## config.mk

```make
export PLATFORM = sky130hd
export DESIGN_NAME = ctxid_access
export DESIGN_NICKNAME = d
export VERILOG_FILES = /design/src/rtl/ctxid_pkg.sv /design/src/rtl/ctxid_rst_sync.sv /design/src/rtl/ctxid_decode.sv /design/src/rtl/ctxid_resolve.sv /design/src/rtl/ctxid_store.sv /design/src/rtl/ctxid_view.sv /design/src/rtl/ctxid_access.sv
export SDC_FILE = /design/constraint.sdc
export NUM_CORES = 1
export LEC_CHECK = 0
export ABC_CLOCK_PERIOD_IN_PS = 2000
export BUFFER_PORTS_ARGS = -buffer_cell sky130_fd_sc_hd__buf_2
export CORE_AREA = 3 3 114 116
export CTS_CLUSTER_DIAMETER = 60
export DETAILED_ROUTE_END_ITERATION = 16
export DIE_AREA = 0 0 117 119
export SYNTH_ARGS = -nofsm -noshare
export SYNTH_HDL_FRONTEND = slang
export SYNTH_SLANG_ARGS = --single-unit
```

## constraint.sdc

```tcl
create_clock -name clk -period 2 [get_ports clk]
set_input_delay 0.3 -clock clk [delete_from_list [all_inputs] [get_ports clk]]
set_output_delay 0.3 -clock clk [all_outputs]
set_load 0.005 [all_outputs]
```

## src/rtl/ctxid_pkg.sv

```systemverilog
package ctxid_pkg;

  typedef enum logic [1:0] {
    OUT_NONE  = 2'd0,
    OUT_GRANT = 2'd1,
    OUT_UNDEF = 2'd2,
    OUT_TRAP  = 2'd3
  } outcome_e;

  typedef enum logic {
    BANK_NS = 1'b0,
    BANK_S  = 1'b1
  } bank_e;

  localparam int NUM_BANKS = 2;
  localparam int PRIV_W    = 2;

endpackage

```

## src/rtl/ctxid_rst_sync.sv

```systemverilog
module ctxid_rst_sync #(
  parameter int STAGES = 2
) (
  input  logic clk,
  input  logic rst_n,
  output logic rst_sync_n
);

  logic [STAGES-1:0] sync_q;
  logic [STAGES-1:0] sync_d;

  always_comb begin
    sync_d = {sync_q[STAGES-2:0], 1'b1};
  end

  always_ff @(posedge clk or negedge rst_n) begin
    if (!rst_n) begin
      sync_q <= '0;
    end else begin
      sync_q <= sync_d;
    end
  end

  assign rst_sync_n = sync_q[STAGES-1];

endmodule

```

## src/rtl/ctxid_decode.sv

```systemverilog
module ctxid_decode #(
  parameter logic [3:0] MATCH_COPROC = 4'd15,
  parameter logic [2:0] MATCH_OPC1   = 3'd0,
  parameter logic [3:0] MATCH_CRN    = 4'd13,
  parameter logic [3:0] MATCH_CRM    = 4'd0,
  parameter logic [2:0] MATCH_OPC2   = 3'd1
) (
  input  logic [3:0] coproc,
  input  logic [2:0] opc1,
  input  logic [3:0] crn,
  input  logic [3:0] crm,
  input  logic [2:0] opc2,
  output logic       hit
);

  localparam int NFIELD = 5;

  logic [NFIELD-1:0] field_ok;

  always_comb begin
    field_ok[0] = (coproc == MATCH_COPROC);
    field_ok[1] = (opc1   == MATCH_OPC1);
    field_ok[2] = (crn    == MATCH_CRN);
    field_ok[3] = (crm    == MATCH_CRM);
    field_ok[4] = (opc2   == MATCH_OPC2);
    hit         = &field_ok;
  end

endmodule

```

## src/rtl/ctxid_resolve.sv

```systemverilog
module ctxid_resolve
  import ctxid_pkg::*;
(
  input  logic              valid,
  input  logic              hit,
  input  logic              write,
  input  logic [PRIV_W-1:0] priv,
  input  logic              el2_enabled,
  input  logic              trap_crn13,
  input  logic              trap_vm_rd,
  input  logic              trap_vm_wr,
  input  logic              mon_ns,
  output outcome_e          outcome,
  output bank_e             bank
);

  logic vm_trap_sel;

  always_comb begin
    vm_trap_sel = write ? trap_vm_wr : trap_vm_rd;
    outcome     = OUT_NONE;
    bank        = BANK_NS;
    if (valid && hit) begin
      unique case (priv)
        2'd0: outcome = OUT_UNDEF;
        2'd1: begin
          if (el2_enabled && trap_crn13) begin
            outcome = OUT_TRAP;
          end else if (el2_enabled && vm_trap_sel) begin
            outcome = OUT_TRAP;
          end else begin
            outcome = OUT_GRANT;
          end
        end
        2'd2: outcome = OUT_GRANT;
        default: begin
          outcome = OUT_GRANT;
          bank    = mon_ns ? BANK_NS : BANK_S;
        end
      endcase
    end
  end

endmodule

```

## src/rtl/ctxid_store.sv

```systemverilog
module ctxid_store
  import ctxid_pkg::*;
#(
  parameter int                DATA_W        = 32,
  parameter logic [DATA_W-1:0] RST_SECURE    = 32'hA5C3_0F1E,
  parameter logic [DATA_W-1:0] RST_NONSECURE = 32'h5A3C_F0E1
) (
  input  logic              clk,
  input  logic              rst_n,
  input  logic              wr_en,
  input  bank_e             wr_sel,
  input  logic [DATA_W-1:0] wr_data,
  input  bank_e             rd_sel,
  output logic [DATA_W-1:0] rd_data,
  input  bank_e             view_sel,
  output logic [DATA_W-1:0] view_data
);

  logic [NUM_BANKS-1:0][DATA_W-1:0] bank_q;
  logic [NUM_BANKS-1:0][DATA_W-1:0] bank_d;
  logic [NUM_BANKS-1:0]             bank_ce;

  for (genvar b = 0; b < NUM_BANKS; b++) begin : g_bank
    localparam logic [DATA_W-1:0] RST_VAL =
      (b == int'(BANK_S)) ? RST_SECURE : RST_NONSECURE;

    always_comb begin
      bank_ce[b] = wr_en && (wr_sel == bank_e'(b));
      bank_d[b]  = wr_data;
    end

    always_ff @(posedge clk or negedge rst_n) begin
      if (!rst_n) begin
        bank_q[b] <= RST_VAL;
      end else if (bank_ce[b]) begin
        bank_q[b] <= bank_d[b];
      end
    end
  end

  assign rd_data   = bank_q[rd_sel];
  assign view_data = bank_q[view_sel];

  AST_WRITE_LANDS: assert property (@(posedge clk) disable iff (!rst_n)
    wr_en |=> (bank_q[$past(wr_sel)] == $past(wr_data))) else $error("write lost");

  AST_IDLE_HOLDS: assert property (@(posedge clk) disable iff (!rst_n)
    !wr_en |=> ($stable(bank_q[0]) && $stable(bank_q[1]))) else $error("bank changed");

  AST_OTHER_BANK_HOLDS: assert property (@(posedge clk) disable iff (!rst_n)
    (wr_en && wr_sel == BANK_NS) |=> $stable(bank_q[BANK_S])) else $error("secure bank hit");

endmodule

```

## src/rtl/ctxid_view.sv

```systemverilog
module ctxid_view #(
  parameter int DATA_W = 32,
  parameter int ASID_W = 8
) (
  input  logic              long_desc,
  input  logic [DATA_W-1:0] ctx,
  output logic [DATA_W-1:0] proc_id,
  output logic [ASID_W-1:0] asid,
  output logic              asid_valid
);

  localparam int SHORT_PROC_W = DATA_W - ASID_W;

  always_comb begin
    if (long_desc) begin
      proc_id    = ctx;
      asid       = '0;
      asid_valid = 1'b0;
    end else begin
      proc_id    = {{ASID_W{1'b0}}, ctx[DATA_W-1:ASID_W]};
      asid       = ctx[ASID_W-1:0];
      asid_valid = 1'b1;
    end
  end

  initial begin
    AST_SPLIT_FITS: assert (SHORT_PROC_W > 0) else $error("bad split");
  end

endmodule

```

## src/rtl/ctxid_access.sv

```systemverilog
module ctxid_access
  import ctxid_pkg::*;
#(
  parameter int                DATA_W        = 32,
  parameter int                ASID_W        = 8,
  parameter int                SYND_W        = 6,
  parameter logic [SYND_W-1:0] TRAP_CLASS    = 6'h03,
  parameter logic [DATA_W-1:0] RST_SECURE    = 32'hA5C3_0F1E,
  parameter logic [DATA_W-1:0] RST_NONSECURE = 32'h5A3C_F0E1
) (
  input  logic              clk,
  input  logic              rst_n,
  input  logic              acc_valid,
  input  logic              acc_write,
  input  logic [3:0]        acc_coproc,
  input  logic [2:0]        acc_opc1,
  input  logic [3:0]        acc_crn,
  input  logic [3:0]        acc_crm,
  input  logic [2:0]        acc_opc2,
  input  logic [DATA_W-1:0] acc_wdata,
  input  logic [1:0]        acc_priv,
  input  logic              el2_enabled,
  input  logic              el2_is_32bit,
  input  logic              el3_present,
  input  logic              el3_is_32bit,
  input  logic              hyp_trap_crn13,
  input  logic              hyp_trap_vm_rd,
  input  logic              hyp_trap_vm_wr,
  input  logic              mon_ns_bit,
  input  logic              long_desc_mode,
  input  logic              cur_secure,
  output logic              acc_hit,
  output logic [DATA_W-1:0] acc_rdata,
  output logic              acc_undef,
  output logic              acc_trap,
  output logic              acc_trap_el2_32,
  output logic [SYND_W-1:0] acc_syndrome,
  output logic [DATA_W-1:0] dbg_ctx,
  output logic [DATA_W-1:0] dbg_proc_id,
  output logic [ASID_W-1:0] dbg_asid,
  output logic              dbg_asid_valid
);

  logic              rst_sync_n;
  logic              tuple_hit;
  outcome_e          outcome;
  bank_e             acc_bank;
  bank_e             view_bank;
  logic              wr_en;
  logic [DATA_W-1:0] bank_rd;

  ctxid_rst_sync #(.STAGES(2)) u_rst (
    .clk        (clk),
    .rst_n      (rst_n),
    .rst_sync_n (rst_sync_n)
  );

  ctxid_decode u_dec (
    .coproc (acc_coproc),
    .opc1   (acc_opc1),
    .crn    (acc_crn),
    .crm    (acc_crm),
    .opc2   (acc_opc2),
    .hit    (tuple_hit)
  );

  ctxid_resolve u_res (
    .valid       (acc_valid),
    .hit         (tuple_hit),
    .write       (acc_write),
    .priv        (acc_priv),
    .el2_enabled (el2_enabled),
    .trap_crn13  (hyp_trap_crn13),
    .trap_vm_rd  (hyp_trap_vm_rd),
    .trap_vm_wr  (hyp_trap_vm_wr),
    .mon_ns      (mon_ns_bit),
    .outcome     (outcome),
    .bank        (acc_bank)
  );

  always_comb begin
    view_bank = (el3_present && el3_is_32bit && cur_secure) ? BANK_S : BANK_NS;
    wr_en     = (outcome == OUT_GRANT) && acc_write;
  end

  ctxid_store #(
    .DATA_W        (DATA_W),
    .RST_SECURE    (RST_SECURE),
    .RST_NONSECURE (RST_NONSECURE)
  ) u_store (
    .clk       (clk),
    .rst_n     (rst_sync_n),
    .wr_en     (wr_en),
    .wr_sel    (acc_bank),
    .wr_data   (acc_wdata),
    .rd_sel    (acc_bank),
    .rd_data   (bank_rd),
    .view_sel  (view_bank),
    .view_data (dbg_ctx)
  );

  ctxid_view #(.DATA_W(DATA_W), .ASID_W(ASID_W)) u_view (
    .long_desc  (long_desc_mode),
    .ctx        (dbg_ctx),
    .proc_id    (dbg_proc_id),
    .asid       (dbg_asid),
    .asid_valid (dbg_asid_valid)
  );

  always_comb begin
    acc_hit         = acc_valid && tuple_hit;
    acc_undef       = (outcome == OUT_UNDEF);
    acc_trap        = (outcome == OUT_TRAP);
    acc_trap_el2_32 = acc_trap && el2_is_32bit;
    acc_syndrome    = acc_trap ? TRAP_CLASS : '0;
    acc_rdata       = ((outcome == OUT_GRANT) && !acc_write) ? bank_rd : '0;
  end

  AST_MISS_QUIET: assert property (@(posedge clk) disable iff (!rst_sync_n)
    !acc_hit |-> (!acc_undef && !acc_trap && acc_rdata == '0)) else $error("miss answered");

  AST_EL0_UNDEF: assert property (@(posedge clk) disable iff (!rst_sync_n)
    (acc_hit && acc_priv == 2'd0) |-> (acc_undef && !acc_trap && !wr_en)) else $error("level 0 served");

  AST_ONE_OUTCOME: assert property (@(posedge clk) disable iff (!rst_sync_n)
    $onehot0({acc_undef, acc_trap, wr_en})) else $error("mixed outcome");

  AST_NO_TRAP_EL2_OFF: assert property (@(posedge clk) disable iff (!rst_sync_n)
    !el2_enabled |-> !acc_trap) else $error("trap with level 2 off");

  AST_TRAP_CLASS: assert property (@(posedge clk) disable iff (!rst_sync_n)
    acc_trap |-> (acc_syndrome == TRAP_CLASS)) else $error("bad syndrome");

  AST_L3_SECURE_BANK: assert property (@(posedge clk) disable iff (!rst_sync_n)
    (wr_en && acc_priv == 2'd3 && !mon_ns_bit) |-> (acc_bank == BANK_S)) else $error("bank choice");

  AST_LOW_PRIV_NS: assert property (@(posedge clk) disable iff (!rst_sync_n)
    (wr_en && acc_priv != 2'd3) |-> (acc_bank == BANK_NS)) else $error("low level bank");

endmodule

```

==> run summary <==
distinct cell type count after synthesis = 34
floorplan die area = 13900 sq um
kind of end point of the critical path = output pin
Max Clock Skew = 0.00749 ns
kind of cell adding the most delay to the critical path = simple AND/OR/NAND/NOR gates
first-pass iteration count of the detailed router = 4
RSZ-0062 raised after global routing = true
Total Nets Final = 655
drt wl/cell = 17.2 microns
slew margin rel. = 67.4%
largest net degree at the start of global routing = 35
number of H-tree levels = 3
Num CTS Buffers = 9
post-detailed-route DRC marker count = 0
most numerous cell in the Yosys netlist = sky130_fd_sc_hd__nand2_1
CP most frequent cell = sky130_fd_sc_hd__buf_2
run status = complete, but fails checks
slew at the pin closest to its max-slew limit = 0.475 ns
io pins = 181
proportion of register bits with asynchronous set or reset after synthesis = 100%
Yosys top cell area share = 20.4%
clock period minus worst slack = 2.15 ns
leakage power = 3.33 nW
initial antenna violation count = 0
count of clock tree sinks = 66
number of standard cells after synthesis = 392
chain of cells forming the critical path = buf_2 > nor4b_4 > nand2_1 > or4_4 > buf_12 > a21oi_2 > buf_2
Rows = 40
maximum clock insertion buffer count = 2
Worst Hold Path Cells = 2
count of cells along the worst register-to-register path = 1
Mean Syn Cell Area = 10.6 sq um
capture point of the worst reg-to-reg path = u_store.bank_q[23]$_DFFE_PN0P_
critical path buffer and inverter count = 3
weighted congestion at the end of routability-driven global placement = 0.775
total of flip-flops plus latches after synthesis = 66
Max IR drop VDD = 311 uV
Global Route Usage Sum = 18.0%
Reg-to-Reg Start = u_store.bank_q[23]$_DFFE_PN0P_
standard cell area after detailed placement = 5330 sq um
min-delay worst type = primary input to flop
number of filler instances in the final layout = 1143
power density over cell area = 565 nW/um^2
Via Count = 3607
required time worst endpoint = 1.70 ns
Detailed Route Iter0 Violations = 120
IO Port Bufs = 176
HPWL after detailed placement = 9.78 mm
number of vias per cell after detailed routing = 4.87
clk root buf = sky130_fd_sc_hd__clkbuf_16
Final Max Slew Viols = 0
die width = 117 microns
layout cells sized above 1 = 61.1%
critical path data arrival time = 1.85 ns
max capacitance violation total = 0
ranking of synthesized cells by instance count = sky130_fd_sc_hd__nand2_1, sky130_fd_sc_hd__mux2_2, sky130_fd_sc_hd__mux2i_1
element type at the critical path start = primary input
Hold Violations, Final = 0
max incr delay on CP = 0.54 ns
leading cell types by total area after synthesis = sky130_fd_sc_hd__dfrtp_1, sky130_fd_sc_hd__dfstp_2, sky130_fd_sc_hd__mux2_2, sky130_fd_sc_hd__mux2i_1, sky130_fd_sc_hd__nand2_1
sequential share of the synthesized area = 40.6%
wire length of the first global-routing pass = 19.3 mm
worst hold-check slack = 0.208 ns
Post-DRT Antenna Nets = 0
PnR worst setup slack = -0.154 ns
floorplan core area = 12000 sq um
Non-Filler Cell Area, Final = 5790 sq um
CP max FO = 15
number of global-route vias before repair = 3548
post-synthesis cell type with the largest combined area = sky130_fd_sc_hd__dfrtp_1
Hold Startpoint = acc_wdata[6]
Netlist Area Pre-Place = 4170 sq um
total length of routed wires = 12.8 mm
Synth-to-Final Area Change = 39.0%
clock tree from TritonCTS = built
failing checks = setup timing
maximum operating frequency = 464 MHz
flip-flop cell with the highest count after synthesis = sky130_fd_sc_hd__dfrtp_1
total global routing overflow = 0
number of warnings reported in the yosys synthesis log = 0
worst hold path endpoint = u_store.bank_q[38]$_DFFE_PN0P_
number of antenna diodes = 0
post-route clock period utilization = 108%
critical path class = primary input to output pin
initial core utilization = 34.7%
Chip Height = 119 microns
combined area of the multi-input logic cells = 2180 sq um
setup violators final = 32
worst-case register-to-register setup slack = 1.18 ns
area taken by flip-flops and latches = 1690 sq um
number of enable flip-flop cells after synthesis = 0
Critical-path top delay cell = sky130_fd_sc_hd__or4_4
Clk Latency, worst-skew pair = 0.32 ns
clock transition at the registers of the reported paths = 0.06 ns
==> timing repair <==
item                                   4_1_cts  5_1_grt
setup buffers                                3        1
hold buffers                                 1        0
pin swaps                                    5        3
gates resized for setup                     13        7
endpoints found under the hold margin        2        0
setup endpoints to repair                   36       42
==> layer usage <==
| metal | wire length [microns] | vias to the layer above | track usage [%] |
|---|---|---|---|
| met3 | 952 | 18 | 4.47 |
| met5 | 0 | - | 0 |
| li1 | - | 1706 | - |
| met2 | 6290 | 143 | 29.8 |
| met1 | 5320 | 1740 | 23.0 |
| met4 | 215 | 0 | 5.09 |
==> cell usage in the layout (no fill, tap or decap), types with 2 or more instances in the layout <==
cell type / synthesis / layout
sky130_fd_sc_hd__dfrtp_1: 34 / 33
sky130_fd_sc_hd__nor2_1: 17 / 16
sky130_fd_sc_hd__nand2_1: 68 / 68
sky130_fd_sc_hd__dfstp_2: 32 / 32
sky130_fd_sc_hd__buf_2: 3 / 174
sky130_fd_sc_hd__a21oi_4: 2 / 3
sky130_fd_sc_hd__buf_4: 9 / 26
sky130_fd_sc_hd__a21oi_2: 28 / 29
sky130_fd_sc_hd__bufinv_16: 0 / 2
sky130_fd_sc_hd__buf_12: 3 / 7
sky130_fd_sc_hd__mux2_1: 6 / 6
sky130_fd_sc_hd__conb_1: 2 / 5
sky130_fd_sc_hd__nor4_4: 2 / 3
sky130_fd_sc_hd__nor4b_4: 1 / 2
sky130_fd_sc_hd__clkbuf_16: 0 / 9
sky130_fd_sc_hd__mux2i_1: 57 / 57
sky130_fd_sc_hd__nand3_2: 1 / 2
sky130_fd_sc_hd__buf_6: 4 / 4
sky130_fd_sc_hd__clkinvlp_4: 0 / 2
sky130_fd_sc_hd__mux2_2: 58 / 58
sky130_fd_sc_hd__inv_1: 37 / 37
==> cell type report <==
type	instances	share of cell area, %
multi-input cells	262	37.7
flip-flops and latches	66	29.2
repair buffers	212	21.8
clock buffers	10	4.13
well taps	147	3.17
inverters	38	2.46
clock inverters	6	1.53
==> power by group <==
| part | leakage, nW | switching (mW) | internal, mW |
|---|---|---|---|
| clock network | 0.155 | 0.569 | 1.13 |
| logic | 2.37 | 0.133 | 0.105 |
| registers | 0.799 | 0.000766 | 1.34 |
==> through the flow <==
step           TNS (ns)  cells  worst slack (ns)  total power [mW]  util, %
4_1_cts           -5.01    740            -0.192              3.33     47.8
5_1_grt           -6.25    741            -0.210              3.41     48.2
3_3_place_gp     -16.21    721            -0.421              1.59     44.4
2_1_floorplan         0    395            0.0634              1.47        -
6_report          -3.86    741            -0.154              3.28     48.2
3_5_place_dp     -18.99    721            -0.443              1.59     44.4
==> state kept, by name (all words and copies together), names as in the netlist <==
signal,count
u_store.bank_q,64
u_rst.sync_q,2
==> worst max path at each step <==
| stage | startpoint | end | slack, ns | depth (start not counted) |
|---|---|---|---|---|
| 3_5_place_dp | acc_crm[1] | acc_rdata[18] | -0.44 | 7 |
| 5_1_grt | acc_crm[2] | acc_rdata[13] | -0.21 | 7 |
| 2_1_floorplan | acc_crm[1] | acc_rdata[10] | 0.06 | 6 |
| 3_3_place_gp | acc_crm[1] | acc_rdata[18] | -0.42 | 7 |
| 6_report | acc_opc1[1] | acc_rdata[13] | -0.15 | 7 |
| 4_1_cts | acc_crm[2] | acc_rdata[16] | -0.19 | 7 |
==> kinds of logic (layout without fill, tap and decap cells) <==
kind of cell           after synthesis  after routing  share of synthesized area [%]
AOI/OAI and AO/OA                   34             34                           7.38
buffers and inverters               67            266                           8.82
DFF                                 66             66                           40.6
other                                2              5                          0.180
muxes                              121            121                           31.0
and+or+nand+nor                    102            102                           12.1
Note: power is estimated with default switching activity, not from simulation.
